<file path="src/rtl/cmpc_pkg.sv">
`timescale 1ns/1ps
package cmpc_pkg;

  localparam int SEL_W  = 3;
  localparam int HYST_W = 2;

  // Register byte offsets
  localparam logic [7:0] OFS_CTRL = 8'h00;
  localparam logic [7:0] OFS_MODE = 8'h04;
  localparam logic [7:0] OFS_IEN  = 8'h24;
  localparam logic [7:0] OFS_IDIS = 8'h28;
  localparam logic [7:0] OFS_IMSK = 8'h2C;
  localparam logic [7:0] OFS_STAT = 8'h30;
  localparam logic [7:0] OFS_ANA  = 8'h94;
  localparam logic [7:0] OFS_LOCK = 8'hE4;
  localparam logic [7:0] OFS_VIOL = 8'hE8;

  localparam logic [23:0] LOCK_KEY  = 24'h414343;
  localparam logic [31:0] MODE_KEEP = 32'h0000_7777;
  localparam logic [31:0] ANA_KEEP  = 32'h0000_0007;

  typedef enum logic [1:0] {
    EDGE_RISE = 2'd0,
    EDGE_FALL = 2'd1,
    EDGE_BOTH = 2'd2,
    EDGE_OFF  = 2'd3
  } edge_sel_e;

  typedef struct packed {
    logic             flt_en;
    logic             flt_lvl;
    logic             inv;
    edge_sel_e        edge_sel;
    logic             on;
    logic [SEL_W-1:0] pos;
    logic [SEL_W-1:0] neg;
  } mode_t;

  typedef struct packed {
    logic [HYST_W-1:0] hyst;
    logic              bias_hi;
  } ana_t;

  function automatic logic edge_match(edge_sel_e sel, logic rise, logic fall);
    case (sel)
      EDGE_RISE: return rise;
      EDGE_FALL: return fall;
      EDGE_BOTH: return rise | fall;
      default:   return 1'b0;
    endcase
  endfunction

  function automatic logic fault_pick(logic en, logic use_lvl, logic flag, logic lvl);
    return en & (use_lvl ? lvl : flag);
  endfunction

  function automatic mode_t mode_from_word(logic [31:0] w);
    mode_t m;
    m.neg      = w[2:0];
    m.pos      = w[6:4];
    m.on       = w[8];
    m.edge_sel = edge_sel_e'(w[10:9]);
    m.inv      = w[12];
    m.flt_lvl  = w[13];
    m.flt_en   = w[14];
    return m;
  endfunction

  function automatic logic [31:0] mode_to_word(mode_t m);
    logic [31:0] w;
    w        = '0;
    w[2:0]   = m.neg;
    w[6:4]   = m.pos;
    w[8]     = m.on;
    w[10:9]  = m.edge_sel;
    w[12]    = m.inv;
    w[13]    = m.flt_lvl;
    w[14]    = m.flt_en;
    return w;
  endfunction

  function automatic logic [31:0] ana_to_word(ana_t a);
    return {29'd0, a.hyst, a.bias_hi};
  endfunction

endpackage

</file>
<file path="src/rtl/cmpc_sync_edge.sv">
`timescale 1ns/1ps
module cmpc_sync_edge
  import cmpc_pkg::*;
#(
  parameter int STAGES = 2
) (
  input  logic      clk,
  input  logic      rst_n,
  input  logic      clr,
  input  logic      raw,
  input  logic      inv,
  input  logic      en,
  input  edge_sel_e edge_sel,
  output logic      level,
  output logic      rise,
  output logic      fall,
  output logic      hit
);

  logic [STAGES-1:0] chain_q;
  logic              prev_q;
  logic              pre_in;

  assign pre_in = raw ^ inv;

  genvar gi;
  generate
    for (gi = 0; gi < STAGES; gi++) begin : g_stage
      always_ff @(posedge clk or negedge rst_n) begin
        if (!rst_n)   chain_q[gi] <= 1'b0;
        else if (clr) chain_q[gi] <= 1'b0;
        else          chain_q[gi] <= (gi == 0) ? pre_in : chain_q[(gi == 0) ? 0 : gi-1];
      end
    end
  endgenerate

  always_ff @(posedge clk or negedge rst_n) begin
    if (!rst_n)   prev_q <= 1'b0;
    else if (clr) prev_q <= 1'b0;
    else          prev_q <= chain_q[STAGES-1];
  end

  assign level = chain_q[STAGES-1];
  assign rise  = level & ~prev_q;
  assign fall  = ~level & prev_q;
  assign hit   = en & edge_match(edge_sel, rise, fall);

endmodule

</file>
<file path="src/rtl/cmpc_evt_flag.sv">
`timescale 1ns/1ps
module cmpc_evt_flag (
  input  logic clk,
  input  logic rst_n,
  input  logic clr,
  input  logic hit,
  input  logic rd_clr,
  input  logic mask_set,
  input  logic mask_clr,
  output logic flag,
  output logic mask
);

  always_ff @(posedge clk or negedge rst_n) begin
    if (!rst_n) begin
      flag <= 1'b0;
      mask <= 1'b0;
    end else if (clr) begin
      flag <= 1'b0;
      mask <= 1'b0;
    end else begin
      flag <= hit | (flag & ~rd_clr);
      if (mask_set)      mask <= 1'b1;
      else if (mask_clr) mask <= 1'b0;
    end
  end

endmodule

</file>
<file path="src/rtl/cmpc_lock.sv">
`timescale 1ns/1ps
module cmpc_lock
  import cmpc_pkg::*;
(
  input  logic        clk,
  input  logic        rst_n,
  input  logic        clr,
  input  logic        key_wr,
  input  logic [23:0] key_in,
  input  logic        lock_in,
  input  logic        guarded_wr,
  input  logic        viol_rd,
  output logic        locked,
  output logic        viol,
  output logic        key_ok,
  output logic        blocked
);

  assign key_ok  = (key_in == LOCK_KEY);
  assign blocked = guarded_wr & locked;

  always_ff @(posedge clk or negedge rst_n) begin
    if (!rst_n) begin
      locked <= 1'b0;
      viol   <= 1'b0;
    end else if (clr) begin
      locked <= 1'b0;
      viol   <= 1'b0;
    end else begin
      if (key_wr && key_ok) locked <= lock_in;
      viol <= blocked | (viol & ~viol_rd);
    end
  end

endmodule

</file>
<file path="src/rtl/cmp_evt_ctrl.sv">
`timescale 1ns/1ps
module cmp_evt_ctrl
  import cmpc_pkg::*;
#(
  parameter int ADDR_W      = 8,
  parameter int DATA_W      = 32,
  parameter int SYNC_STAGES = 2
) (
  input  logic              clk,
  input  logic              rst_n,
  input  logic              bus_wr,
  input  logic              bus_rd,
  input  logic [ADDR_W-1:0] bus_addr,
  input  logic [DATA_W-1:0] bus_wdata,
  output logic [DATA_W-1:0] bus_rdata,
  input  logic              comp_in,
  output logic              irq,
  output logic              fault_out,
  output logic              cmp_on,
  output logic [SEL_W-1:0]  sel_neg,
  output logic [SEL_W-1:0]  sel_pos,
  output logic              bias_hi,
  output logic [HYST_W-1:0] hyst
);

  localparam int FLAG_BIT = 0;
  localparam int LVL_BIT  = 1;
  localparam int MSK_BIT  = DATA_W - 1;

  // Decoded bus events
  logic soft_rst, mode_wr, ana_wr, ien_wr, idis_wr, lock_wr;
  logic stat_rd, viol_rd, guarded_wr;

  assign soft_rst   = bus_wr && (bus_addr == OFS_CTRL) && bus_wdata[0];
  assign mode_wr    = bus_wr && (bus_addr == OFS_MODE);
  assign ana_wr     = bus_wr && (bus_addr == OFS_ANA);
  assign ien_wr     = bus_wr && (bus_addr == OFS_IEN)  && bus_wdata[0];
  assign idis_wr    = bus_wr && (bus_addr == OFS_IDIS) && bus_wdata[0];
  assign lock_wr    = bus_wr && (bus_addr == OFS_LOCK);
  assign stat_rd    = bus_rd && (bus_addr == OFS_STAT);
  assign viol_rd    = bus_rd && (bus_addr == OFS_VIOL);
  assign guarded_wr = mode_wr | ana_wr;

  // Protection
  logic locked, viol, key_ok, blocked;

  cmpc_lock u_lock (
    .clk        (clk),
    .rst_n      (rst_n),
    .clr        (soft_rst),
    .key_wr     (lock_wr),
    .key_in     (bus_wdata[31:8]),
    .lock_in    (bus_wdata[0]),
    .guarded_wr (guarded_wr),
    .viol_rd    (viol_rd),
    .locked     (locked),
    .viol       (viol),
    .key_ok     (key_ok),
    .blocked    (blocked)
  );

  // Configuration registers
  mode_t mode_q;
  ana_t  ana_q;

  always_ff @(posedge clk or negedge rst_n) begin
    if (!rst_n) begin
      mode_q <= '0;
      ana_q  <= '0;
    end else if (soft_rst) begin
      mode_q <= '0;
      ana_q  <= '0;
    end else begin
      if (mode_wr && !locked) mode_q <= mode_from_word(bus_wdata & MODE_KEEP);
      if (ana_wr  && !locked) ana_q  <= '{hyst: bus_wdata[2:1], bias_hi: bus_wdata[0]};
    end
  end

  // Synchronizer and transition detection
  logic sync_lvl, evt_rise, evt_fall, evt_hit;

  cmpc_sync_edge #(.STAGES(SYNC_STAGES)) u_sync (
    .clk      (clk),
    .rst_n    (rst_n),
    .clr      (soft_rst),
    .raw      (comp_in),
    .inv      (mode_q.inv),
    .en       (mode_q.on),
    .edge_sel (mode_q.edge_sel),
    .level    (sync_lvl),
    .rise     (evt_rise),
    .fall     (evt_fall),
    .hit      (evt_hit)
  );

  // Event flag and interrupt mask
  logic evt_flag, irq_mask;

  cmpc_evt_flag u_flag (
    .clk      (clk),
    .rst_n    (rst_n),
    .clr      (soft_rst),
    .hit      (evt_hit),
    .rd_clr   (stat_rd),
    .mask_set (ien_wr),
    .mask_clr (idis_wr),
    .flag     (evt_flag),
    .mask     (irq_mask)
  );

  // Outputs
  assign irq       = evt_flag & irq_mask;
  assign fault_out = fault_pick(mode_q.flt_en, mode_q.flt_lvl, evt_flag, sync_lvl);
  assign cmp_on    = mode_q.on;
  assign sel_neg   = mode_q.neg;
  assign sel_pos   = mode_q.pos;
  assign bias_hi   = ana_q.bias_hi;
  assign hyst      = ana_q.hyst;

  // Read mux
  logic [DATA_W-1:0] stat_word;

  always_comb begin
    stat_word           = '0;
    stat_word[FLAG_BIT] = evt_flag;
    stat_word[LVL_BIT]  = sync_lvl;
    stat_word[MSK_BIT]  = irq_mask;
  end

  always_comb begin
    bus_rdata = '0;
    if (bus_rd) begin
      case (bus_addr)
        OFS_MODE: bus_rdata = mode_to_word(mode_q);
        OFS_IMSK: bus_rdata = {{(DATA_W-1){1'b0}}, irq_mask};
        OFS_STAT: bus_rdata = stat_word;
        OFS_ANA:  bus_rdata = ana_to_word(ana_q);
        OFS_LOCK: bus_rdata = {{(DATA_W-1){1'b0}}, locked};
        OFS_VIOL: bus_rdata = {{(DATA_W-1){1'b0}}, viol};
        default:  bus_rdata = '0;
      endcase
    end
  end

endmodule

</file>
<file path="config.mk">
export PLATFORM = sky130hd
export DESIGN_NAME = cmp_evt_ctrl
export DESIGN_NICKNAME = d
export VERILOG_FILES = /design/src/rtl/cmpc_pkg.sv /design/src/rtl/cmpc_sync_edge.sv /design/src/rtl/cmpc_evt_flag.sv /design/src/rtl/cmpc_lock.sv /design/src/rtl/cmp_evt_ctrl.sv
export SDC_FILE = /design/constraint.sdc
export NUM_CORES = 1
export LEC_CHECK = 0
export BUFFER_PORTS_ARGS = -buffer_cell sky130_fd_sc_hd__buf_2
export CORE_MARGIN = 1.5
export CORE_UTILIZATION = 42
export CTS_BUF_LIST = sky130_fd_sc_hd__clkbuf_2 sky130_fd_sc_hd__clkbuf_4 sky130_fd_sc_hd__clkbuf_8
export CTS_CLUSTER_SIZE = 28
export DETAILED_ROUTE_END_ITERATION = 10
export PLACE_DENSITY = 0.79
export SKIP_CTS_REPAIR_TIMING = 1
export SLEW_MARGIN = 20
export SYNTH_ARGS = -nofsm -noshare
export SYNTH_HDL_FRONTEND = slang
export SYNTH_HIERARCHICAL = 1
export SYNTH_SLANG_ARGS = --single-unit
export TNS_END_PERCENT = 100
</file>
<file path="constraint.sdc">
create_clock -name clk -period 1.8 [get_ports clk]
set_clock_uncertainty 0.2 [all_clocks]
set_input_delay 0.36 -clock clk [delete_from_list [all_inputs] [get_ports clk]]
set_output_delay 0.36 -clock clk [all_outputs]
set_load 0.01 [all_outputs]
</file>
; ---- After elaboration in Yosys (flattened, before gate mapping)
; Index checks and enable logic that the tools add are counted.
[totals]
register_bits = 22
output_inout_bits = 44
[op_classes]
n_reduce_logical = 21
mux = 18
eq_ne = 11
bitwise_logic = 17
[ops]
columns = operator, count
row1 = $pmux 32 s6, 1
row2 = $eq 8x6->1 const B, 4
row3 = $mux 32, 1
row4 = $eq 24x23->1 const B, 1
row5 = $eq 8x8->1 const B, 3
row6 = $mux 12, 2
row7 = $logic_and 1x1->1, 14
row8 = $mux 1, 11
row9 = $and 1x1->1, 8
row10 = $eq 8x3->1 const B, 1
row11 = $logic_not 8->1, 1
row12 = $mux 3, 2
row13 = $reduce_bool 2->1, 3
row14 = $not 1->1, 4
row15 = $or 1x1->1, 4
row16 = $pmux 1 s3, 1
row17 = $reduce_bool 3->1, 1
row18 = $eq 2x1->1 const B, 1
row19 = $eq 2x2->1 const B, 1
row20 = $logic_not 2->1, 1
row21 = $logic_not 1->1, 1
row22 = $xor 1x1->1, 1

; ---- Depth between registers and ports, before layout
[depth]
ltp_word = 7
depth_mapped = 7

; ---- By module
; Netlist, hierarchy kept.
[by_module_without_submodules]
columns = module, instances, cells_each, area_each_um2
row1 = cmp_evt_ctrl, 1, 135, 1242.4
row2 = cmpc_lock, 1, 20, 167.7
row3 = cmpc_sync_edge, 1, 16, 161.4
row4 = cmpc_evt_flag, 1, 8, 80.1

; ---- Worst setup path before layout
; OpenSTA, ideal clock, no wires.
[synth_timing]
path_type = in2out
startpoint = in bus_addr[2]
endpoint = out bus_rdata[1]
path_buffers = 1
setup_slack_ns = -0.213
arrival_time_ns = 1.453
stages = 5
cell_sequence = buf_4 or4b_1 nor3_2 a22oi_1 nor2b_1
[synth_via]
elab_chain_len = 3
elab_cells_between_ends = 8
[synth_lines]
columns = item, line
row1 = "start, declared", cmp_evt_ctrl.sv:13  ; input logic [ADDR_W-1:0] bus_addr,
row2 = $eq 8x8->1 (tied with other cells), cmp_evt_ctrl.sv:133  ; case (bus_addr)
row3 = $pmux 32 s6 (*), cmp_evt_ctrl.sv:133
row4 = $mux 32 (*), cmp_evt_ctrl.sv:132  ; if (bus_rd) begin
row5 = "end, declared", cmp_evt_ctrl.sv:15  ; output logic [DATA_W-1:0] bus_rdata,
; Every way passes the cells marked *; elsewhere a longest branch is shown, timed or not.

; ---- Worst setup path after layout
[layout_timing]
startpoint = in bus_addr[1]
endpoint = out bus_rdata[0]
; The elaborated chain is that of the path after synthesis.

==> impl_metrics.ini <==
[worst_setup_path]
cp-start-kind = primary input
required_ns = 1.24
critPathMaxFanout = 4
rr_worst_depth = 6
r2r-end = u_flag/flag$_DFF_PN0_
end_kind = primary output
crit_family = simple AND/OR/NAND/NOR gates
worstReg2RegStart = u_sync/level$_DFF_PN0_
arrival_ns = 1.56
slowest_stage = or4b_4
worstSetupPathType = primary input to primary output
path_buf_inv = 2
max_stage_delay_ns = 0.55
path_cells = buf_8, or4b_4, nor3_4, nand2_1, a21boi_2, buf_2
r2r_setup_slack_ns = 0.25

[timing]
worst_pin_slew_ns = 0.4936
max_freq_ghz = 0.4713
min_period_ns = 2.122
setup_viol = 14
max_slew_margin_pct = 66.63
grt_setup_unrepaired = yes
hold_viol_final = 0
worst_slack_ns = -0.3220
drv_slew = 0
min_period_over_period_pct = 117.9

[finish]
final_common_cell = buf_2
area_growth_pct = 42.14
final_util_pct = 63.03
drive_gt1_share_pct = 46.39
nets = 311
final_cell_mix = buf_2, dfrtp_1, buf_4, nor2_1, conb_1
design_area_mm2 = 0.002342
diodes = 0

[power_and_ir_drop]
power_w = 0.001237
p_switching_w = 0.0003054
p_clk_share_pct = 37.3
p_int_w = 0.0009312
p_seq_share_pct = 44.1
power_density_mw_per_mm2 = 528.0
p_leak_nw = 1.255
p_sw_share_pct = 24.70
irDropWorstVdd_v = 0.0003142
p_comb_share_pct = 18.7

[floorplanning]
dieArea_mm2 = 0.004308
dieHeight_um = 65.64
die_w_um = 65.64
fp-row-count = 22
start_util_pct = 44.34
coreArea_mm2 = 0.003716
io_pins = 89

[routing]
drtPass1Iterations = 4
drt-vias-per-instance = 4.830
ant_nets = 0
drt_iter0_markers = 57
drc = 0
vias = 1502
drt_wl_total_mm = 3.916
drt-wirelength-per-cell_um = 12.59

[synthesis]
yosysWarnings = 6
syn_inst = 178
syn_area_mm2 = 0.001648
avgSynthCellArea_um2 = 9.257

[placement]
placed_area_mm2 = 0.002107
dp_hpwl_mm = 3.060
io_buffer_count = 67
globalplace.congestion = 0.8389

[clock_tree]
numCtsBuffers = 3
clock_sinks = 22
path_clk_slew_ns = 0.08
root_buffer = clkbuf_8
htreeDepth = 1
max-clock-path-buffers = 2
cts_tree = built
clkLatencyLatePin_ns = 0.27

[grt]
overflow = 0
grt_max_degree = 23
grt_pass1_vias = 1344
antenna_found_initial = 0
grt_pass1_wl_mm = 6.216
grtUsageTotal_pct = 18.72

[min_path]
hold_class = primary input to register
hold_depth = 3
hp-start = bus_wdata[4]
worstHoldEndpoint = sel_pos[0]$_DFFE_PN0P_

[run_status]
outcome = finished with violations
violations = negative setup slack

[job]
maxCapViolations = 0
==> registers in the layout (all words and copies together), names as in the netlist <==
signal          count
u_flag/flag         1
sel_pos             3
u_sync/prev_q       1
hyst                2
sel_neg             3
u_lock/locked       1
cmp_on              1
u_sync/chain_q      1
u_flag/mask         1
u_lock/viol         1
bias_hi             1
u_sync/level        1
mode_q              5
==> through the flow <==
stage | setup TNS [ns] | std cells | hold WS [ns] | worst slack [ns]
after floorplan | -0.3800 | 196 | -0.1356 | -0.1538
after global placement | -6.909 | 305 | 0.1461 | -0.3866
after detailed placement | -7.293 | 305 | 0.1545 | -0.3782
after CTS | -4.487 | 309 | -0.1393 | -0.3862
after global routing | -4.589 | 311 | 0.1476 | -0.4184
final | -3.931 | 311 | 0.1310 | -0.3220
==> how the worst max path moves through the flow <==
stage | slack [ns] | startpoint | endpoint | cells past startpoint
global route | -0.42 | bus_addr[1] | bus_rdata[0] | 6
floorplan | -0.15 | bus_addr[2] | bus_rdata[1] | 5
global placement | -0.39 | bus_addr[1] | bus_rdata[1] | 6
finish | -0.32 | bus_addr[1] | bus_rdata[0] | 6
detailed placement | -0.38 | bus_addr[1] | bus_rdata[1] | 6
CTS | -0.39 | bus_addr[1] | bus_rdata[1] | 6
==> cell type report <==
class	count	area, um^2
timing repair buffer	93	635.6
clock inverter	1	30.03
clock buffer	3	41.29
fill	316	1374
sequential	22	550.5
multi-input combinational	134	987.2
tap	48	60.06
inverter	10	37.54
==> power groups by stage <==
stage,Clock [W],Combinational (W),Sequential [W]
2_1_floorplan,0,0.000134,0.000548
3_3_place_gp,0,0.000211,0.000553
3_5_place_dp,0,0.000216,0.000553
4_1_cts,0.000471,0.000216,0.000544
5_1_grt,0.000496,0.000257,0.000549
6_report,0.000461,0.000231,0.000545
==> tightest hold or removal path, cell delays in order <==
cell	delay, ns
buf_2	0.07
mux2i_1	0.05
nor2_1	0.08
==> per-layer routing <==
metal / vias to the layer above / part of all wire (%) / global-route usage (%)
met3: 5 / 6.3 / 2.397
met1: 695 / 42 / 24.68
li1: 742 / - / -
met2: 60 / 50 / 31.31
met5: - / 0 / 0
met4: 0 / 1.2 / 6.771
No activity file was read; power rests on OpenSTA's default activity.
